==> src/rtl/sdx_pkg.sv <==
package sdx_pkg;
  localparam int unsigned REG_W    = 32;
  localparam int unsigned REG_B    = REG_W / 8;
  localparam int unsigned LANES    = 4;

  // word-aligned offsets of the control and capability words
  localparam int unsigned OFS_PWR  = 'h28;
  localparam int unsigned OFS_CAPL = 'h40;
  localparam int unsigned OFS_CAPH = 'h44;
  localparam int unsigned OFS_IFEN = 'h54;

  // bit positions inside the 32-bit words
  localparam int unsigned BIT_VDD2 = 12;  // byte 0x29 bit 4
  localparam int unsigned BIT_IFEN = 8;   // byte 0x55 bit 0
  localparam int unsigned BIT_XCAP = 20;  // express support
  localparam int unsigned BIT_V2CP = 28;  // capability bit 60

  // lane indices of the shared socket lines in PCIe mode
  localparam int unsigned LN_REFP  = 0;
  localparam int unsigned LN_REFN  = 1;
  localparam int unsigned LN_CREQ  = 2;
  localparam int unsigned LN_PRST  = 3;

  typedef enum logic {MODE_SD = 1'b0, MODE_PCIE = 1'b1} sdx_mode_e;
endpackage

==> src/rtl/sdx_cd_sync.sv <==
module sdx_cd_sync #(
  parameter int unsigned STAGES = 2
) (
  input  logic clk_i,
  input  logic rst_i,
  input  logic async_i,
  output logic sync_o
);
  logic [STAGES-1:0] chain_q;

  generate
    for (genvar s = 0; s < STAGES; s++) begin : g_stage
      always_ff @(posedge clk_i) begin
        if (rst_i) chain_q[s] <= 1'b0;
        else if (s == 0) chain_q[s] <= async_i;
        else chain_q[s] <= chain_q[(s == 0) ? 0 : s-1];
      end
    end
  endgenerate

  assign sync_o = chain_q[STAGES-1];
endmodule

==> src/rtl/sdx_regs.sv <==
module sdx_regs
  import sdx_pkg::*;
#(
  parameter int unsigned ADDR_W      = 8,
  parameter bit          EXPRESS_CAP = 1'b1
) (
  input  logic              clk_i,
  input  logic              rst_i,
  input  logic              card_ok_i,
  input  logic [ADDR_W-1:0] addr_i,
  input  logic              wr_en_i,
  input  logic [REG_B-1:0]  wr_be_i,
  input  logic [REG_W-1:0]  wr_data_i,
  input  logic              rd_en_i,
  output logic [REG_W-1:0]  rd_data_o,
  output logic              vdd2_o,
  output logic              ifen_o
);
  localparam int unsigned WIDX_W = ADDR_W - 2;
  localparam logic [REG_W-1:0] PWR_MASK  = EXPRESS_CAP ? (REG_W'(1) << BIT_VDD2) : '0;
  localparam logic [REG_W-1:0] IFEN_MASK = EXPRESS_CAP ? (REG_W'(1) << BIT_IFEN) : '0;
  localparam logic [REG_W-1:0] CAPL_VAL  = EXPRESS_CAP ? (REG_W'(1) << BIT_XCAP) : '0;
  localparam logic [REG_W-1:0] CAPH_VAL  = EXPRESS_CAP ? (REG_W'(1) << BIT_V2CP) : '0;

  logic [REG_W-1:0] pwr_q, ifen_q, rd_word, bemask;
  logic aligned, hit_pwr, hit_ifen, hit_capl, hit_caph;

  assign aligned  = (addr_i[1:0] == 2'b00);
  assign hit_pwr  = aligned && (addr_i[ADDR_W-1:2] == WIDX_W'(OFS_PWR  >> 2));
  assign hit_ifen = aligned && (addr_i[ADDR_W-1:2] == WIDX_W'(OFS_IFEN >> 2));
  assign hit_capl = aligned && (addr_i[ADDR_W-1:2] == WIDX_W'(OFS_CAPL >> 2));
  assign hit_caph = aligned && (addr_i[ADDR_W-1:2] == WIDX_W'(OFS_CAPH >> 2));

  generate
    for (genvar b = 0; b < REG_B; b++) begin : g_be
      assign bemask[8*b +: 8] = {8{wr_be_i[b]}};
    end
  endgenerate

  always_ff @(posedge clk_i) begin
    if (rst_i) begin
      pwr_q  <= '0;
      ifen_q <= '0;
    end else if (!card_ok_i) begin
      pwr_q  <= '0;
      ifen_q <= '0;
    end else if (wr_en_i) begin
      if (hit_pwr)
        pwr_q  <= ((pwr_q  & ~bemask) | (wr_data_i & bemask)) & PWR_MASK;
      if (hit_ifen)
        ifen_q <= ((ifen_q & ~bemask) | (wr_data_i & bemask)) & IFEN_MASK;
    end
  end

  always_comb begin
    rd_word = '0;
    if (hit_pwr)  rd_word = pwr_q;
    if (hit_ifen) rd_word = ifen_q;
    if (hit_capl) rd_word = CAPL_VAL;
    if (hit_caph) rd_word = CAPH_VAL;
  end

  always_ff @(posedge clk_i) begin
    if (rst_i) rd_data_o <= '0;
    else if (rd_en_i) rd_data_o <= rd_word;
  end

  assign vdd2_o = pwr_q[BIT_VDD2];
  assign ifen_o = ifen_q[BIT_IFEN];
endmodule

==> src/rtl/sdx_lane_mux.sv <==
module sdx_lane_mux
  import sdx_pkg::*;
(
  input  logic             mode_i,
  input  logic [LANES-1:0] sdh_dout_i,
  input  logic [LANES-1:0] sdh_doe_i,
  output logic [LANES-1:0] sdh_din_o,
  input  logic             refclk_p_i,
  input  logic             refclk_n_i,
  input  logic             perst_n_i,
  input  logic             clkreq_drive_i,
  output logic             clkreq_n_o,
  output logic [LANES-1:0] sock_dout_o,
  output logic [LANES-1:0] sock_doe_o,
  input  logic [LANES-1:0] sock_din_i
);
  logic [LANES-1:0] px_out, px_oe;

  always_comb begin
    px_out          = '0;
    px_oe           = '1;
    px_out[LN_REFP] = refclk_p_i;
    px_out[LN_REFN] = refclk_n_i;
    px_out[LN_PRST] = perst_n_i;
    px_out[LN_CREQ] = 1'b0;            // open drain: only ever pulls low
    px_oe[LN_CREQ]  = clkreq_drive_i;
  end

  generate
    for (genvar i = 0; i < LANES; i++) begin : g_lane
      always_comb begin
        if (mode_i == MODE_PCIE) begin
          sock_dout_o[i] = px_out[i];
          sock_doe_o[i]  = px_oe[i];
          sdh_din_o[i]   = 1'b1;
        end else begin
          sock_dout_o[i] = sdh_dout_i[i];
          sock_doe_o[i]  = sdh_doe_i[i];
          sdh_din_o[i]   = sock_din_i[i];
        end
      end
    end
  endgenerate

  assign clkreq_n_o = (mode_i == MODE_PCIE) ? sock_din_i[LN_CREQ] : 1'b1;
endmodule

==> src/rtl/sdx_mode_ctrl.sv <==
module sdx_mode_ctrl
  import sdx_pkg::*;
#(
  parameter int unsigned ADDR_W      = 8,
  parameter int unsigned SYNC_STAGES = 2,
  parameter bit          EXPRESS_CAP = 1'b1
) (
  input  logic              clk_i,
  input  logic              rst_i,
  input  logic              card_in_i,
  input  logic [ADDR_W-1:0] addr_i,
  input  logic              wr_en_i,
  input  logic [3:0]        wr_be_i,
  input  logic [31:0]       wr_data_i,
  input  logic              rd_en_i,
  output logic [31:0]       rd_data_o,
  output logic              vdd2_en_o,
  output logic              pcie_sel_o,
  output logic              prsnt_n_o,
  input  logic [3:0]        sdh_dout_i,
  input  logic [3:0]        sdh_doe_i,
  output logic [3:0]        sdh_din_o,
  input  logic              refclk_p_i,
  input  logic              refclk_n_i,
  input  logic              perst_n_i,
  input  logic              clkreq_drive_i,
  output logic              clkreq_n_o,
  output logic [3:0]        sock_dout_o,
  output logic [3:0]        sock_doe_o,
  input  logic [3:0]        sock_din_i
);
  logic card_ok, vdd2, ifen;

  sdx_cd_sync #(.STAGES(SYNC_STAGES)) u_sync (
    .clk_i(clk_i), .rst_i(rst_i), .async_i(card_in_i), .sync_o(card_ok)
  );

  sdx_regs #(.ADDR_W(ADDR_W), .EXPRESS_CAP(EXPRESS_CAP)) u_regs (
    .clk_i(clk_i), .rst_i(rst_i), .card_ok_i(card_ok),
    .addr_i(addr_i), .wr_en_i(wr_en_i), .wr_be_i(wr_be_i),
    .wr_data_i(wr_data_i), .rd_en_i(rd_en_i), .rd_data_o(rd_data_o),
    .vdd2_o(vdd2), .ifen_o(ifen)
  );

  assign vdd2_en_o  = vdd2;
  assign pcie_sel_o = vdd2;
  assign prsnt_n_o  = ~ifen;

  sdx_lane_mux u_mux (
    .mode_i(vdd2), .sdh_dout_i(sdh_dout_i), .sdh_doe_i(sdh_doe_i),
    .sdh_din_o(sdh_din_o), .refclk_p_i(refclk_p_i), .refclk_n_i(refclk_n_i),
    .perst_n_i(perst_n_i), .clkreq_drive_i(clkreq_drive_i),
    .clkreq_n_o(clkreq_n_o), .sock_dout_o(sock_dout_o),
    .sock_doe_o(sock_doe_o), .sock_din_i(sock_din_i)
  );
endmodule

==> config.mk <==
export PLATFORM = sky130hd
export DESIGN_NAME = sdx_mode_ctrl
export DESIGN_NICKNAME = d
export VERILOG_FILES = /design/src/rtl/sdx_pkg.sv /design/src/rtl/sdx_cd_sync.sv /design/src/rtl/sdx_regs.sv /design/src/rtl/sdx_lane_mux.sv /design/src/rtl/sdx_mode_ctrl.sv
export SDC_FILE = /design/constraint.sdc
export NUM_CORES = 1
export LEC_CHECK = 0
export BUFFER_PORTS_ARGS = -buffer_cell sky130_fd_sc_hd__buf_2
export CAP_MARGIN = 5
export CORE_MARGIN = 3
export CORE_UTILIZATION = 25
export DETAILED_ROUTE_END_ITERATION = 12
export MAX_ROUTING_LAYER = met4
export PLACE_DENSITY = 0.82
export SETUP_SLACK_MARGIN = 0.1
export SLEW_MARGIN = 20
export SYNTH_ARGS = -nofsm -noshare
export SYNTH_HDL_FRONTEND = slang
export SYNTH_SLANG_ARGS = --single-unit
==> constraint.sdc <==
create_clock -name clk_i -period 1.15 [get_ports clk_i]
set_clock_uncertainty 0.15 [all_clocks]
set_input_delay 0.23 -clock clk_i [delete_from_list [all_inputs] [get_ports clk_i]]
set_output_delay 0.23 -clock clk_i [all_outputs]
set_load 0.1 [all_outputs]
==> impl_metrics.ini <==
[placement]
dp_slack_ns = -0.2242
hpwl_mm = 1.517
placed_cells = 162
gp_congestion = 0.6592
place_area_um2 = 1195
numPortBuffers = 51

[detailed_routing]
firstDrtPassIters = 2
drtAntennaViolNets = 0
wire_per_inst_um = 10.77
avgViaCountPerCell = 4.065
drt_iter0_markers = 6
vias = 687
wl_mm = 1.820
drc = 0

[layout]
stdcell_count = 169
fin_area_um2 = 1304
antenna_cells = 0
fin_nets = 205
layout_commonest_cell = buf_2
area_delta_synth_final_pct = 83.45
final_layout_size_suffix_gt1_share_pct = 60.43
layout_common_cells = 30 x buf_2, 28 x conb_1, 16 x buf_12
fin_util_pct = 50.34

[power_and_ir_drop]
powerDensity_nw_per_um2 = 984.7
p_leak_nw = 0.6149
vdd_drop_max_mv = 0.6932

[logic_synthesis]
synth_cells = 81
yosys.area.top_type_share_pct = 30.63
syn_area_per_cell_um2 = 8.774
yosys-top-cells-area = buf_4 31%, dfxtp_1 23%, mux2_2 6.3%
netlist_area_um2 = 710.7
yosysUniqueCellTypes = 22
yosysTopAreaCell = buf_4
ys_ff_latch = 8
ys_seq_area_share_pct = 22.54
yosysWarnings = 0

[global_route]
antenna_found_initial = 0
grt_max_degree = 11
grt_usage_pct = 9.484
globalRouteOverflowTotal = 0
grt_pass1_wl_mm = 2.435
grt_pass1_vias = 569

[worst_hold_path]
hold_path.class = in -> reg

[worst_setup_path]
path_class = reg -> out
worstPathArrival_ns = 1.18
start_kind = register
cp_slowest_cell = dfxtp_4
required_ns = 0.77
max_stage_delay_ns = 0.39
crit_chain = mux2_2, buf_6
worstPathMaxFanout = 7
end_kind = output port

[timing]
finalHoldViolCount = 0
period_share_pct = 135.8
max_freq_mhz = 640.6
period_needed_ns = 1.561
rsz0062_at_grt = yes
setup_slack_ns = -0.4111
drv_slew = 0
fin_hold_ws_ns = 0.03250
finalSetupViolations = 20

[clock_network]
clkSlewWorstSetupHoldPaths_ns = 0.06
cts_tree = yes
numCtsBuffers = 3
clk_latency_ns = 0.25
cts_sinks = 8
cts_max_path_buffers = 2
cts_root_buf = clkbuf_4
htreeDepth = 1

[floorplan]
io_pins = 113
die-area_um2 = 3518
fp-row-count = 18
coreArea_um2 = 2590
dieHeight_um = 59.32
die_x_um = 59.32
start_util_pct = 27.44

[status]
violations = setup timing
status = finished with violations

[job]
cap_violations = 0
[cells in the mapped netlist]
cell and instances:
a21oi_1 5, a31o_1 1, and2_0 1, and4bb_1 2
buf_4 29, clkbuf_1 1, conb_1 1, dfxtp_1 8
inv_1 1, mux2_2 4, mux2i_1 1, nand2b_1 6
nand3_1 1, nand3_2 1, nand3b_1 2, nand4_1 3
nand4b_1 1, nor2b_1 3, nor3b_1 1, nor4_4 1
nor4b_2 1, or2_2 7
[final cells by class]
class | instances | area (um^2)
multi-input combinational | 69 | 471.7
tap | 30 | 37.54
fill | 254 | 1286
clock buffer | 4 | 26.28
inverter | 1 | 7.507
timing repair buffer | 57 | 583.1
sequential | 8 | 177.7
[metrics by stage]
step | setup TNS, ns | power, mW
floorplan | -4.967 | 0.9646
finish | -5.762 | 1.284
CTS | -5.885 | 1.292
detailed placement | -2.714 | 1.033
global route | -6.258 | 1.318
global placement | -2.636 | 1.029
[final timing paths]
kind	startpoint	endpoint	slack, ns	cells after the start
setup / recovery	register	sock_dout_o[0]	-0.41	2
hold / removal	card_in_i	u_sync.chain_q[0]	0.03	2
setup reg to reg	register	register	0.16	3
hold reg to reg	u_sync.chain_q[0]	u_sync.sync_o	0.29	1
[power breakdown]
part | leakage (nW) | total [mW] | internal, mW | switching (mW)
Sequential | 0.0691 | 0.272 | 0.271 | 0.00140
Combinational | 0.531 | 0.773 | 0.150 | 0.622
Clock | 0.0150 | 0.239 | 0.133 | 0.105
[logic make-up (layout without fill, tap and decap cells)]
| logic type | after synthesis | in the layout | share of synthesized area, % |
|---|---|---|---|
| flops | 8 | 8 | 22.53 |
| other cells | 1 | 28 | 0.5277 |
| simple gates | 30 | 30 | 32.75 |
| mux | 5 | 5 | 7.746 |
| compound gates | 6 | 6 | 4.753 |
| buf+inv | 31 | 62 | 31.69 |
[layer usage]
layer  part of all wire, %  GRT usage, %
met3                    11         2.179
met2                    57         17.63
met1                    31         9.305
met5                     0             -
met4                  0.93         3.883
[repair_timing]
action / in CTS / in global routing
buffers inserted: 0 / 3
hold buffers: 0 / 0
endpoints found under the setup margin: 20 / 23
resized for setup: 10 / 6
pin swaps: 0 / 3
[critical path, delay by kind of cell (launching register included)]
family	cells	cell delay [ns]
DFF	1	0.39
muxes	1	0.35
buffers and inverters	1	0.19
No activity file was read; power rests on OpenSTA's default activity.
